### config.mk
export PLATFORM = sky130hd
export DESIGN_NAME = msr_result_acc
export DESIGN_NICKNAME = d
export VERILOG_FILES = /design/src/rtl/msr_acc_pkg.sv /design/src/rtl/msr_step_weight.sv /design/src/rtl/msr_updown_acc.sv /design/src/rtl/msr_result_reg.sv /design/src/rtl/msr_result_acc.sv
export SDC_FILE = /design/constraint.sdc
export NUM_CORES = 1
export LEC_CHECK = 0
export BUFFER_PORTS_ARGS = -buffer_cell sky130_fd_sc_hd__buf_2
export CORE_ASPECT_RATIO = 1.25
export CORE_MARGIN = 2
export CORE_UTILIZATION = 45
export CTS_BUF_LIST = sky130_fd_sc_hd__clkbuf_8 sky130_fd_sc_hd__clkbuf_16
export DETAILED_ROUTE_END_ITERATION = 12
export GPL_ROUTABILITY_DRIVEN = 1
export PLACE_DENSITY = 0.66
export SKIP_LAST_GASP = 1
export SYNTH_ARGS = -nofsm -noshare
export SYNTH_HDL_FRONTEND = slang
export SYNTH_SLANG_ARGS = --single-unit
### constraint.sdc
create_clock -name clk -period 3.65 [get_ports clk]
set_clock_uncertainty 0.05 [all_clocks]
set_input_delay 0.365 -clock clk [delete_from_list [all_inputs] [get_ports clk]]
set_output_delay 0.365 -clock clk [all_outputs]
set_load 0.01 [all_outputs]
### src/rtl/msr_acc_pkg.sv
// Package: shared constants for the multislope result accumulator.
// Assumes phase code 0 means "no counting phase", and codes 1..NUM_DEINT
// name the deintegrate phases from coarsest to finest.
package msr_acc_pkg;
    localparam int PHASE_W    = 3;
    localparam int NUM_DEINT  = 4;
    localparam int COARSE_SH  = 9;   // first phase weight is 2**9
    localparam int FINER_SH   = 3;   // each later phase is 8x finer
    localparam int ACC_W      = 22;
    localparam int RES_W      = 20;
    localparam int HARD_LIMIT = 350440;

    typedef logic [PHASE_W-1:0] phase_t;
endpackage

### src/rtl/msr_step_weight.sv
// Module: msr_step_weight
// Decodes the phase code into the per-clock step magnitude.
// Assumes at most one deintegrate phase is named by a code; unnamed codes
// give step_hit = 0, and the accumulator then holds its count.
module msr_step_weight
    import msr_acc_pkg::*;
#(
    parameter int W         = ACC_W,
    parameter int N_PH      = NUM_DEINT,
    parameter int TOP_SH    = COARSE_SH,
    parameter int STEP_SH   = FINER_SH
) (
    input  phase_t         phase_code,
    output logic [W-1:0]   step_mag,
    output logic           step_hit
);
    logic [N_PH-1:0] hit;
    logic [W-1:0]    wt [N_PH];

    // One decoder and one constant weight per deintegrate phase.
    for (genvar i = 0; i < N_PH; i++) begin : g_phase
        localparam int SH = TOP_SH - i * STEP_SH;
        assign hit[i] = (phase_code == PHASE_W'(i + 1));
        assign wt[i]  = W'(1) << SH;
    end

    // Combine the phase weights; only the matching phase contributes.
    always_comb begin
        step_mag = '0;
        for (int i = 0; i < N_PH; i++) begin
            if (hit[i]) step_mag = step_mag | wt[i];
        end
        step_hit = |hit;
    end
endmodule

### src/rtl/msr_updown_acc.sv
// Module: msr_updown_acc
// Signed up/down running count with saturation at +/-(2**(W-1)-1).
// Assumes clr has priority over counting in the same cycle.
module msr_updown_acc
    import msr_acc_pkg::*;
#(
    parameter int W = ACC_W
) (
    input  logic                clk,
    input  logic                rst_n,
    input  logic                clr,
    input  logic                cnt,
    input  logic                down,
    input  logic [W-1:0]        step,
    output logic signed [W-1:0] acc
);
    localparam logic signed [W:0] MAXV = {2'b00, {(W-1){1'b1}}};
    localparam logic signed [W:0] MINV = -MAXV;

    logic signed [W:0] ext;
    logic signed [W:0] stepx;
    logic signed [W:0] sum;
    logic signed [W-1:0] nxt;

    // Form the widened sum and clamp it to the symmetric range.
    always_comb begin
        ext   = {acc[W-1], acc};
        stepx = {1'b0, step};
        sum   = down ? (ext - stepx) : (ext + stepx);
        if (sum > MAXV)      nxt = MAXV[W-1:0];
        else if (sum < MINV) nxt = MINV[W-1:0];
        else                 nxt = sum[W-1:0];
    end

    // Register the count: reset, clear, count, or hold.
    always_ff @(posedge clk) begin
        if (!rst_n)    acc <= '0;
        else if (clr)  acc <= '0;
        else if (cnt)  acc <= nxt;
    end

    // a clear leaves a zero count.
    p_clear_r5: assert property (@(posedge clk) disable iff (!rst_n)
        clr |=> (acc == '0));
    // no count request, no change.
    p_hold_r4: assert property (@(posedge clk) disable iff (!rst_n)
        (!clr && !cnt) |=> $stable(acc));
    // the most negative code is never reached, so no wrap.
    p_no_overflow_r10: assert property (@(posedge clk) disable iff (!rst_n)
        acc != {1'b1, {(W-1){1'b0}}});
    // a unit up-step below the top moves the count by exactly one.
    p_unit_step_r3: assert property (@(posedge clk) disable iff (!rst_n)
        (!clr && cnt && !down && step == W'(1) && acc != MAXV[W-1:0])
        |=> (acc == $past(acc) + 1));
endmodule

### src/rtl/msr_result_reg.sv
// Module: msr_result_reg
// Captures the running count at conversion end, clamped to +/-LIMIT,
// and raises a one-cycle flag with the new value.
// Assumes LIMIT fits in RW-bit two's complement and AW >= RW.
module msr_result_reg
    import msr_acc_pkg::*;
#(
    parameter int AW    = ACC_W,
    parameter int RW    = RES_W,
    parameter int LIMIT = HARD_LIMIT
) (
    input  logic                 clk,
    input  logic                 rst_n,
    input  logic                 load,
    input  logic signed [AW-1:0] acc,
    output logic [RW-1:0]        result,
    output logic                 fresh
);
    localparam logic signed [AW-1:0] POS_LIM = AW'(LIMIT);
    localparam logic signed [AW-1:0] NEG_LIM = -POS_LIM;

    logic signed [AW-1:0] clamped;

    // Clamp the count to the hard overrange magnitude.
    always_comb begin
        if (acc > POS_LIM)      clamped = POS_LIM;
        else if (acc < NEG_LIM) clamped = NEG_LIM;
        else                    clamped = acc;
    end

    // Transfer on load; flag the cycle the new value appears.
    always_ff @(posedge clk) begin
        if (!rst_n) begin
            result <= '0;
            fresh  <= 1'b0;
        end else begin
            fresh <= load;
            if (load) result <= clamped[RW-1:0];
        end
    end

    // result changes only through a transfer.
    p_hold_r6: assert property (@(posedge clk) disable iff (!rst_n)
        !load |=> $stable(result));
    // the flag follows a transfer by exactly one edge.
    p_pulse_r9: assert property (@(posedge clk) disable iff (!rst_n)
        load |=> fresh);
    p_quiet_r9: assert property (@(posedge clk) disable iff (!rst_n)
        !load |=> !fresh);
    // reported magnitude never exceeds the limit.
    p_limit_r7: assert property (@(posedge clk) disable iff (!rst_n)
        ($signed(result) <= RW'(LIMIT)) && ($signed(result) >= -$signed(RW'(LIMIT))));
endmodule

### src/rtl/msr_result_acc.sv
// Module: msr_result_acc (top)
// Phase-weighted up/down accumulator feeding a clamped result register.
// Assumes the sequencer drives phase, cnt_en and cnt_down synchronously
// and pulses conv_start / conv_end for one clock each.
module msr_result_acc
    import msr_acc_pkg::*;
#(
    parameter int AW    = ACC_W,
    parameter int RW    = RES_W,
    parameter int LIMIT = HARD_LIMIT
) (
    input  logic               clk,
    input  logic               rst_n,
    input  logic               conv_start,
    input  logic               conv_end,
    input  logic [PHASE_W-1:0] phase,
    input  logic               cnt_en,
    input  logic               cnt_down,
    output logic [RW-1:0]      result,
    output logic               result_new
);
    logic [AW-1:0]        step_mag;
    logic                 step_hit;
    logic signed [AW-1:0] acc;
    logic                 do_cnt;

    msr_step_weight #(.W(AW)) u_weight (
        .phase_code (phase),
        .step_mag   (step_mag),
        .step_hit   (step_hit)
    );

    // Count only when enabled and a deintegrate phase is named.
    assign do_cnt = cnt_en && step_hit;

    msr_updown_acc #(.W(AW)) u_acc (
        .clk   (clk),
        .rst_n (rst_n),
        .clr   (conv_start),
        .cnt   (do_cnt),
        .down  (cnt_down),
        .step  (step_mag),
        .acc   (acc)
    );

    msr_result_reg #(.AW(AW), .RW(RW), .LIMIT(LIMIT)) u_res (
        .clk    (clk),
        .rst_n  (rst_n),
        .load   (conv_end),
        .acc    (acc),
        .result (result),
        .fresh  (result_new)
    );

    // a non-counting phase code never produces a step.
    p_idle_code_r4: assert property (@(posedge clk) disable iff (!rst_n)
        (phase == 3'd0 || phase > 3'd4) |-> !step_hit);
    // the first phase decodes to a weight of 512.
    p_coarse_r2: assert property (@(posedge clk) disable iff (!rst_n)
        (phase == 3'd1) |-> (step_mag == AW'(512)));
endmodule

### Yosys cells after proc, flatten, opt, wreduce, memory -nomap -nowiden

Index checks and enable logic that the tools add are counted.

* register bits after elaboration: 43
* input bits: 9

* add/sub/neg operators: 2
* order comparisons: 4
* equality and inequality tests: 4
* muxes and demuxes: 9
* bitwise logic cells: 1
* reductions and logical operators: 3

Operator list (count)
* $mux W22: 2
* $mux W20: 2
* $add A22 B11 Y23: 1
* $gt A23 B22 Y1 const B: 1
* $lt A23 B22 Y1 const B: 1
* $mux W23: 1
* $sub A22 B11 Y23: 1
* $gt A22 B20 Y1 const B: 1
* $lt A22 B20 Y1 const B: 1
* $mux W10: 1
* $mux W7: 1
* $eq A3 B2 Y1 const B: 2
* $mux W4: 1
* $reduce_or A4 Y1: 1
* $eq A3 B1 Y1 const B: 1
* $eq A3 B3 Y1 const B: 1
* $reduce_or A2 Y1: 1
* $logic_and A1 B1 Y1: 1
* $mux W1: 1
* $not A1 Y1: 1

### Logic depth before layout (Yosys ltp)

* depth after elaboration: 10
* gate-level depth with buffers: 16

### Hierarchy

A second synthesis with hierarchy kept.

* cells, all modules: 508
* area total of the unflattened synthesis: 3908.7 sq um

By module, submodules not included
* msr_updown_acc: times used 1, cells an instance 369, area each 2742.6 sq um, seq. area each 440.4 sq um
* msr_result_reg: times used 1, cells an instance 113, area each 975.9 sq um, seq. area each 420.4 sq um
* msr_step_weight: times used 1, cells an instance 25, area each 183.9 sq um, seq. area each 0.0 sq um
* msr_result_acc: times used 1, cells an instance 1, area each 6.3 sq um, seq. area each 0.0 sq um

### Least setup slack after synthesis

Ideal clock, no wire load.

* path type: input to register
* from: input port phase[1]
* to: register u_acc.acc[0]
* library setup time: 88 ps
* arrival: 3681 ps
* required time: 3512 ps
* slack: -168 ps
* stages: 15
* cell sequence: nor3b_1 -> a21oi_1 -> ha_1 -> inv_1 -> mux2_2 -> ha_1 -> and3_1 -> nand2_1 -> a311oi_2 -> o311a_1 -> or4_1 -> mux2_4 -> o211a_1 -> o41a_1 -> nor4_2

* word-level cells in the longest chain between the ends: 7
* elaborated cells on any way between the ends: 17

RTL lines
* start, declared: line msr_result_acc.sv:16 `input logic [PHASE_W-1:0] phase,`
* $eq A3 B3 Y1, or another cell as far along: line msr_step_weight.sv:23 `assign hit[i] = (phase_code == PHASE_W'(i + 1));`
* $mux W1, or another cell as far along: line msr_step_weight.sv:31 `if (hit[i]) step_mag = step_mag | wt[i];`
* $add A22 B11 Y23 / $sub A22 B11 Y23 (equally long branches): line msr_updown_acc.sv:29 `sum = down ? (ext - stepx) : (ext + stepx);`
* $mux W23: line msr_updown_acc.sv:29
* $lt A23 B22 Y1: line msr_updown_acc.sv:31 `else if (sum < MINV) nxt = MINV[W-1:0];`
* $mux W22: line msr_updown_acc.sv:31
* $mux W22: line msr_updown_acc.sv:30 `if (sum > MAXV) nxt = MAXV[W-1:0];`
* end signal, assigned: line msr_updown_acc.sv:39 `else if (cnt) acc <= nxt;`
* end, declared: line msr_updown_acc.sv:15 `output logic signed [W-1:0] acc`

Several ways; a longest one is shown, not always the timed one.
A chain may end at the register's enable or synchronous reset.

### Final worst setup path

* from: input port phase[0]
* to: register u_acc.acc[1]

The elaborated chain is that of the path after synthesis.

==> metrics.txt <==
# TYPE chip_impl_metric gauge
chip_impl_metric{name="fmax",unit="MHz"} 283
chip_impl_metric{name="drtIter0Drc",unit=""} 264
chip_impl_info{name="ys_top_cells_by_area",value="dfxtp_1 27%, ha_1 9.3%, a21oi_1 7.0%"} 1
chip_impl_metric{name="die-area",unit="mm2"} 0.00785
chip_impl_info{name="yosys_most_used_dff",value="dfxtp_1"} 1
chip_impl_metric{name="multiInputGateArea",unit="mm2"} 0.00243
chip_impl_metric{name="syn2layout_area_growth",unit="%"} 33.9
chip_impl_metric{name="tritoncts.num_buffers",unit=""} 5
chip_impl_metric{name="synth_top_area_share",unit="%"} 26.7
chip_impl_metric{name="critical_path_arrival",unit="ps"} 3690
chip_impl_metric{name="placed_cell_count",unit=""} 592
chip_impl_metric{name="fp-row-count",unit=""} 34
chip_impl_info{name="synthMostInstantiatedCell",value="nor2_1"} 1
chip_impl_metric{name="whs",unit="ps"} 430
chip_impl_metric{name="die-width",unit="um"} 79.6
chip_impl_metric{name="cp_max_fo",unit=""} 5
chip_impl_metric{name="num_antenna_cells",unit=""} 0
chip_impl_metric{name="floorplan.initialDensity",unit="%"} 46.4
chip_impl_metric{name="postSynthAreaPerCell",unit="um2"} 7.75
chip_impl_metric{name="syn-cell-area",unit="mm2"} 0.00322
chip_impl_metric{name="cellPowerDensity",unit="mW/mm2"} 355
chip_impl_metric{name="layout.area.seq",unit="um2"} 861
chip_impl_metric{name="post-route-min-period",unit="ps"} 3530
chip_impl_info{name="crit_path_cell_trace",value="buf_2 -> nor3b_4 -> a21oi_2 -> ha_1 -> inv_1 -> mux2_2 -> ha_4 -> and3_4 -> nand2_1 -> a311oi_2 -> o311ai_2 -> buf_4 -> a21oi_4 -> o21ai_4 -> buf_4 -> maj3_1 -> a211oi_2"} 1
chip_impl_metric{name="clockPowerShare",unit="%"} 19.2
chip_impl_metric{name="synth_nets",unit=""} 449
chip_impl_metric{name="grt_antenna_before_repair",unit=""} 0
chip_impl_metric{name="boundaryPins",unit=""} 30
chip_impl_metric{name="remaining_drc_errors",unit=""} 0
chip_impl_metric{name="p_int",unit="W"} 0.000972
chip_impl_info{name="critical-path-top-delay-family",value="compound AO/OA/AOI/OAI gates"} 1
chip_impl_info{name="yosysTopAreaCell",value="dfxtp_1"} 1
chip_impl_metric{name="buffer_ports.inserted",unit=""} 29
chip_impl_metric{name="clk_transition_reported_paths",unit="ps"} 80
chip_impl_metric{name="cp_num_buf_inv",unit=""} 4
chip_impl_metric{name="final_net_count",unit=""} 550
chip_impl_metric{name="route.detailed.wl_per_inst",unit="um"} 15.7
chip_impl_info{name="result_of_the_run",value="completed"} 1
chip_impl_metric{name="yosysWarnings",unit=""} 0
chip_impl_metric{name="avgViaCountPerCell",unit=""} 5.77
chip_impl_metric{name="drv.max_cap_violation_count",unit=""} 0
chip_impl_info{name="critical_path.slowest_cell",value="a311oi_2"} 1
chip_impl_metric{name="ratio_of_cells_with_drive_above_1_in_the_final_layout",unit="%"} 30.8
chip_impl_info{name="worstSetupEndpointType",value="flop"} 1
chip_impl_metric{name="part_of_the_total_power_dissipated_in_sequential_elements",unit="%"} 33.7
chip_impl_metric{name="finalSetupViolations",unit=""} 0
chip_impl_metric{name="finalWirelength",unit="mm"} 9.55
chip_impl_metric{name="drt_pre_antenna_iters",unit=""} 4
chip_impl_metric{name="route.antenna.remaining_nets",unit=""} 0
chip_impl_metric{name="power_frac_comb",unit="%"} 47.1
chip_impl_metric{name="post_synth_edffs",unit=""} 0
chip_impl_metric{name="grt-ovfl-total",unit=""} 0
chip_impl_metric{name="layout.cell_area.non_filler",unit="mm2"} 0.00431
chip_impl_metric{name="net-switching-power",unit="W"} 0.000558
chip_impl_metric{name="tightestPinTransition",unit="ps"} 886
chip_impl_metric{name="switching_share",unit="%"} 36.5
chip_impl_metric{name="layoutNonFillerInstCount",unit=""} 607
chip_impl_metric{name="coreArea",unit="mm2"} 0.00693
chip_impl_metric{name="clock_sink_count",unit=""} 43
chip_impl_metric{name="layout.filler_cells",unit=""} 612
chip_impl_metric{name="dpl_cell_area",unit="mm2"} 0.00400
chip_impl_info{name="clock_tree_from_tritoncts",value="built"} 1
chip_impl_metric{name="post-dp-hpwl",unit="mm"} 7.51
chip_impl_metric{name="dr_total_vias",unit=""} 3504
chip_impl_metric{name="timing.slew.headroom",unit="%"} 40.9
chip_impl_metric{name="synth_sequential_area_ratio",unit="%"} 26.7
chip_impl_metric{name="slowest_delay",unit="ps"} 380
chip_impl_metric{name="maximum_number_of_pins_on_one_net_before_global_route_repair",unit=""} 26
chip_impl_metric{name="first_global_vias",unit=""} 3320
chip_impl_metric{name="synthCells",unit=""} 415
chip_impl_metric{name="grtUsageTotal",unit="%"} 24.2
chip_impl_info{name="clock-root-buffer",value="clkbuf_8"} 1
chip_impl_metric{name="htree_levels",unit=""} 2
chip_impl_metric{name="synthArstFlopShare",unit="%"} 0
chip_impl_metric{name="die_y",unit="um"} 98.5
chip_impl_metric{name="gpl_congestion",unit=""} 0.919
chip_impl_metric{name="maximum_vdd_drop",unit="V"} 0.000269
chip_impl_metric{name="finalCritPeriodShare",unit="%"} 96.7
chip_impl_info{name="critPathLaunchType",value="input port"} 1
chip_impl_metric{name="final_hold_viol_count",unit=""} 0
chip_impl_metric{name="clock_tree.buffer_depth",unit=""} 2
chip_impl_metric{name="grt_first_pass_wirelength",unit="mm"} 15.5
chip_impl_metric{name="slew_violations",unit=""} 0
chip_impl_metric{name="flip_flop_and_latch_count_after_synthesis",unit=""} 43
chip_impl_info{name="synthTopCellsByCount",value="47 x nor2_1, 45 x a21oi_1, 43 x dfxtp_1"} 1
chip_impl_info{name="hold_class",value="reg -> reg"} 1
chip_impl_info{name="criticalPathCategory",value="in -> reg"} 1
chip_impl_metric{name="insertion_delay",unit="ps"} 290
chip_impl_info{name="critical_path.most_common_cell",value="buf_4"} 1
chip_impl_metric{name="leakage_power",unit="nW"} 1.89
chip_impl_metric{name="synth.distinct_cells",unit=""} 62
chip_impl_metric{name="cp.required",unit="ps"} 3810
[flip-flops by register name, indices dropped and copies added, names as in the netlist]
name and flops:
u_res.fresh 1, u_res.result 20, u_acc.acc 22
[worst min-delay path, cell delays in order (launching register included)]
cell,delay (ps)
dfxtp_1,310
nand2b_1,60
a21boi_0,60
[placed cells by master, fill, tap and decap left out, drive strengths merged, types with 3 or more instances in the layout]
cell type  netlist  layout
o21ai           33      33
nand2b          14      14
a2111oi          3       3
nor4             3       3
a311oi           5       5
nor2b            9       9
o2111ai          6       6
dfxtp           43      43
nand2           22      22
inv             13      14
or3              3       3
a21boi           7       7
mux2i            5       5
and2             3       3
o311ai           3       3
xor2             3       3
ha              24      24
clkbuf          13       5
buf              2     109
a31oi            3       3
a21o             8       8
or2              7       7
o21a             6       6
nand3            8       8
nand3b           3       3
nor2            47      47
xnor2            9       9
a211o            3       3
a211oi           4       4
a21oi           46      46
nor3            24      24
[power groups by stage]
stage	clock [W]	sequential (W)	combinational (W)
6_report	0.000294	0.000515	0.000720
4_1_cts	0.000296	0.000515	0.000655
5_1_grt	0.000315	0.000519	0.000787
3_5_place_dp	0	0.000526	0.000646
3_3_place_gp	0	0.000525	0.000635
2_1_floorplan	0	0.000523	0.000379
[kinds of logic (layout without fill, tap and decap cells)]
group                      count (synthesis)  in the layout  share of synthesized area [%]
muxes                                      7              7                           2.37
AOI/OAI and AO/OA                        142            142                           29.1
adders and majority gates                 27             27                           10.6
buffers and inverters                     28            130                           3.34
DFF                                       43             43                           26.7
xor gates and xnor gates                  12             12                           3.27
and+or+nand+nor                          156            156                           24.6
[timing repair]
action	4_1_cts	5_1_grt
hold endpoints to repair	0	0
setup buffers	0	7
setup endpoints to repair	9	21
hold buffers	0	0
gates resized for setup	4	28
pin swaps	1	15
[metrics by stage]
stage	setup TNS, ps	setup slack, ps	util, %	power (W)
2_1_floorplan	0	3.13	-	0.000902
3_3_place_gp	-4750	-364	57.7	0.00116
3_5_place_dp	-6250	-434	57.7	0.00117
4_1_cts	0	31.2	59.3	0.00147
5_1_grt	-10.4	-10.4	62.1	0.00162
6_report	0	120	62.1	0.00153
[layer usage]
layer / wire, um / global-route usage, % / up-vias / part of all wire, %
li1: - / - / 1742 / -
met5: 0 / 0 / - / 0
met4: 226 / 7.29 / 0 / 2.4
met1: 4040 / 29.9 / 1661 / 42
met3: 379 / 2.01 / 17 / 4.0
met2: 4910 / 43.8 / 84 / 51
[path summary, 6_finish.rpt]
kind         depth (start not counted)       startpoint  slack (ps)               to
max                                 17         phase[0]         120     u_acc.acc[1]
min                                  2  u_res.result[4]         430  u_res.result[4]
max reg2reg                         13     u_acc.acc[0]         360     u_acc.acc[1]
min reg2reg                          2  u_res.result[4]         430  u_res.result[4]
[final cells by class]
class                           count  area share, %
Multi-Input combinational cell    344           56.5
Sequential cell                    43           20.0
Timing Repair Buffer              109           17.8
Tap cell                           90           2.61
Clock buffer                        5           1.60
Inverter                           13           1.13
Clock inverter                      3          0.377
Power figures use the tool's default switching activity.
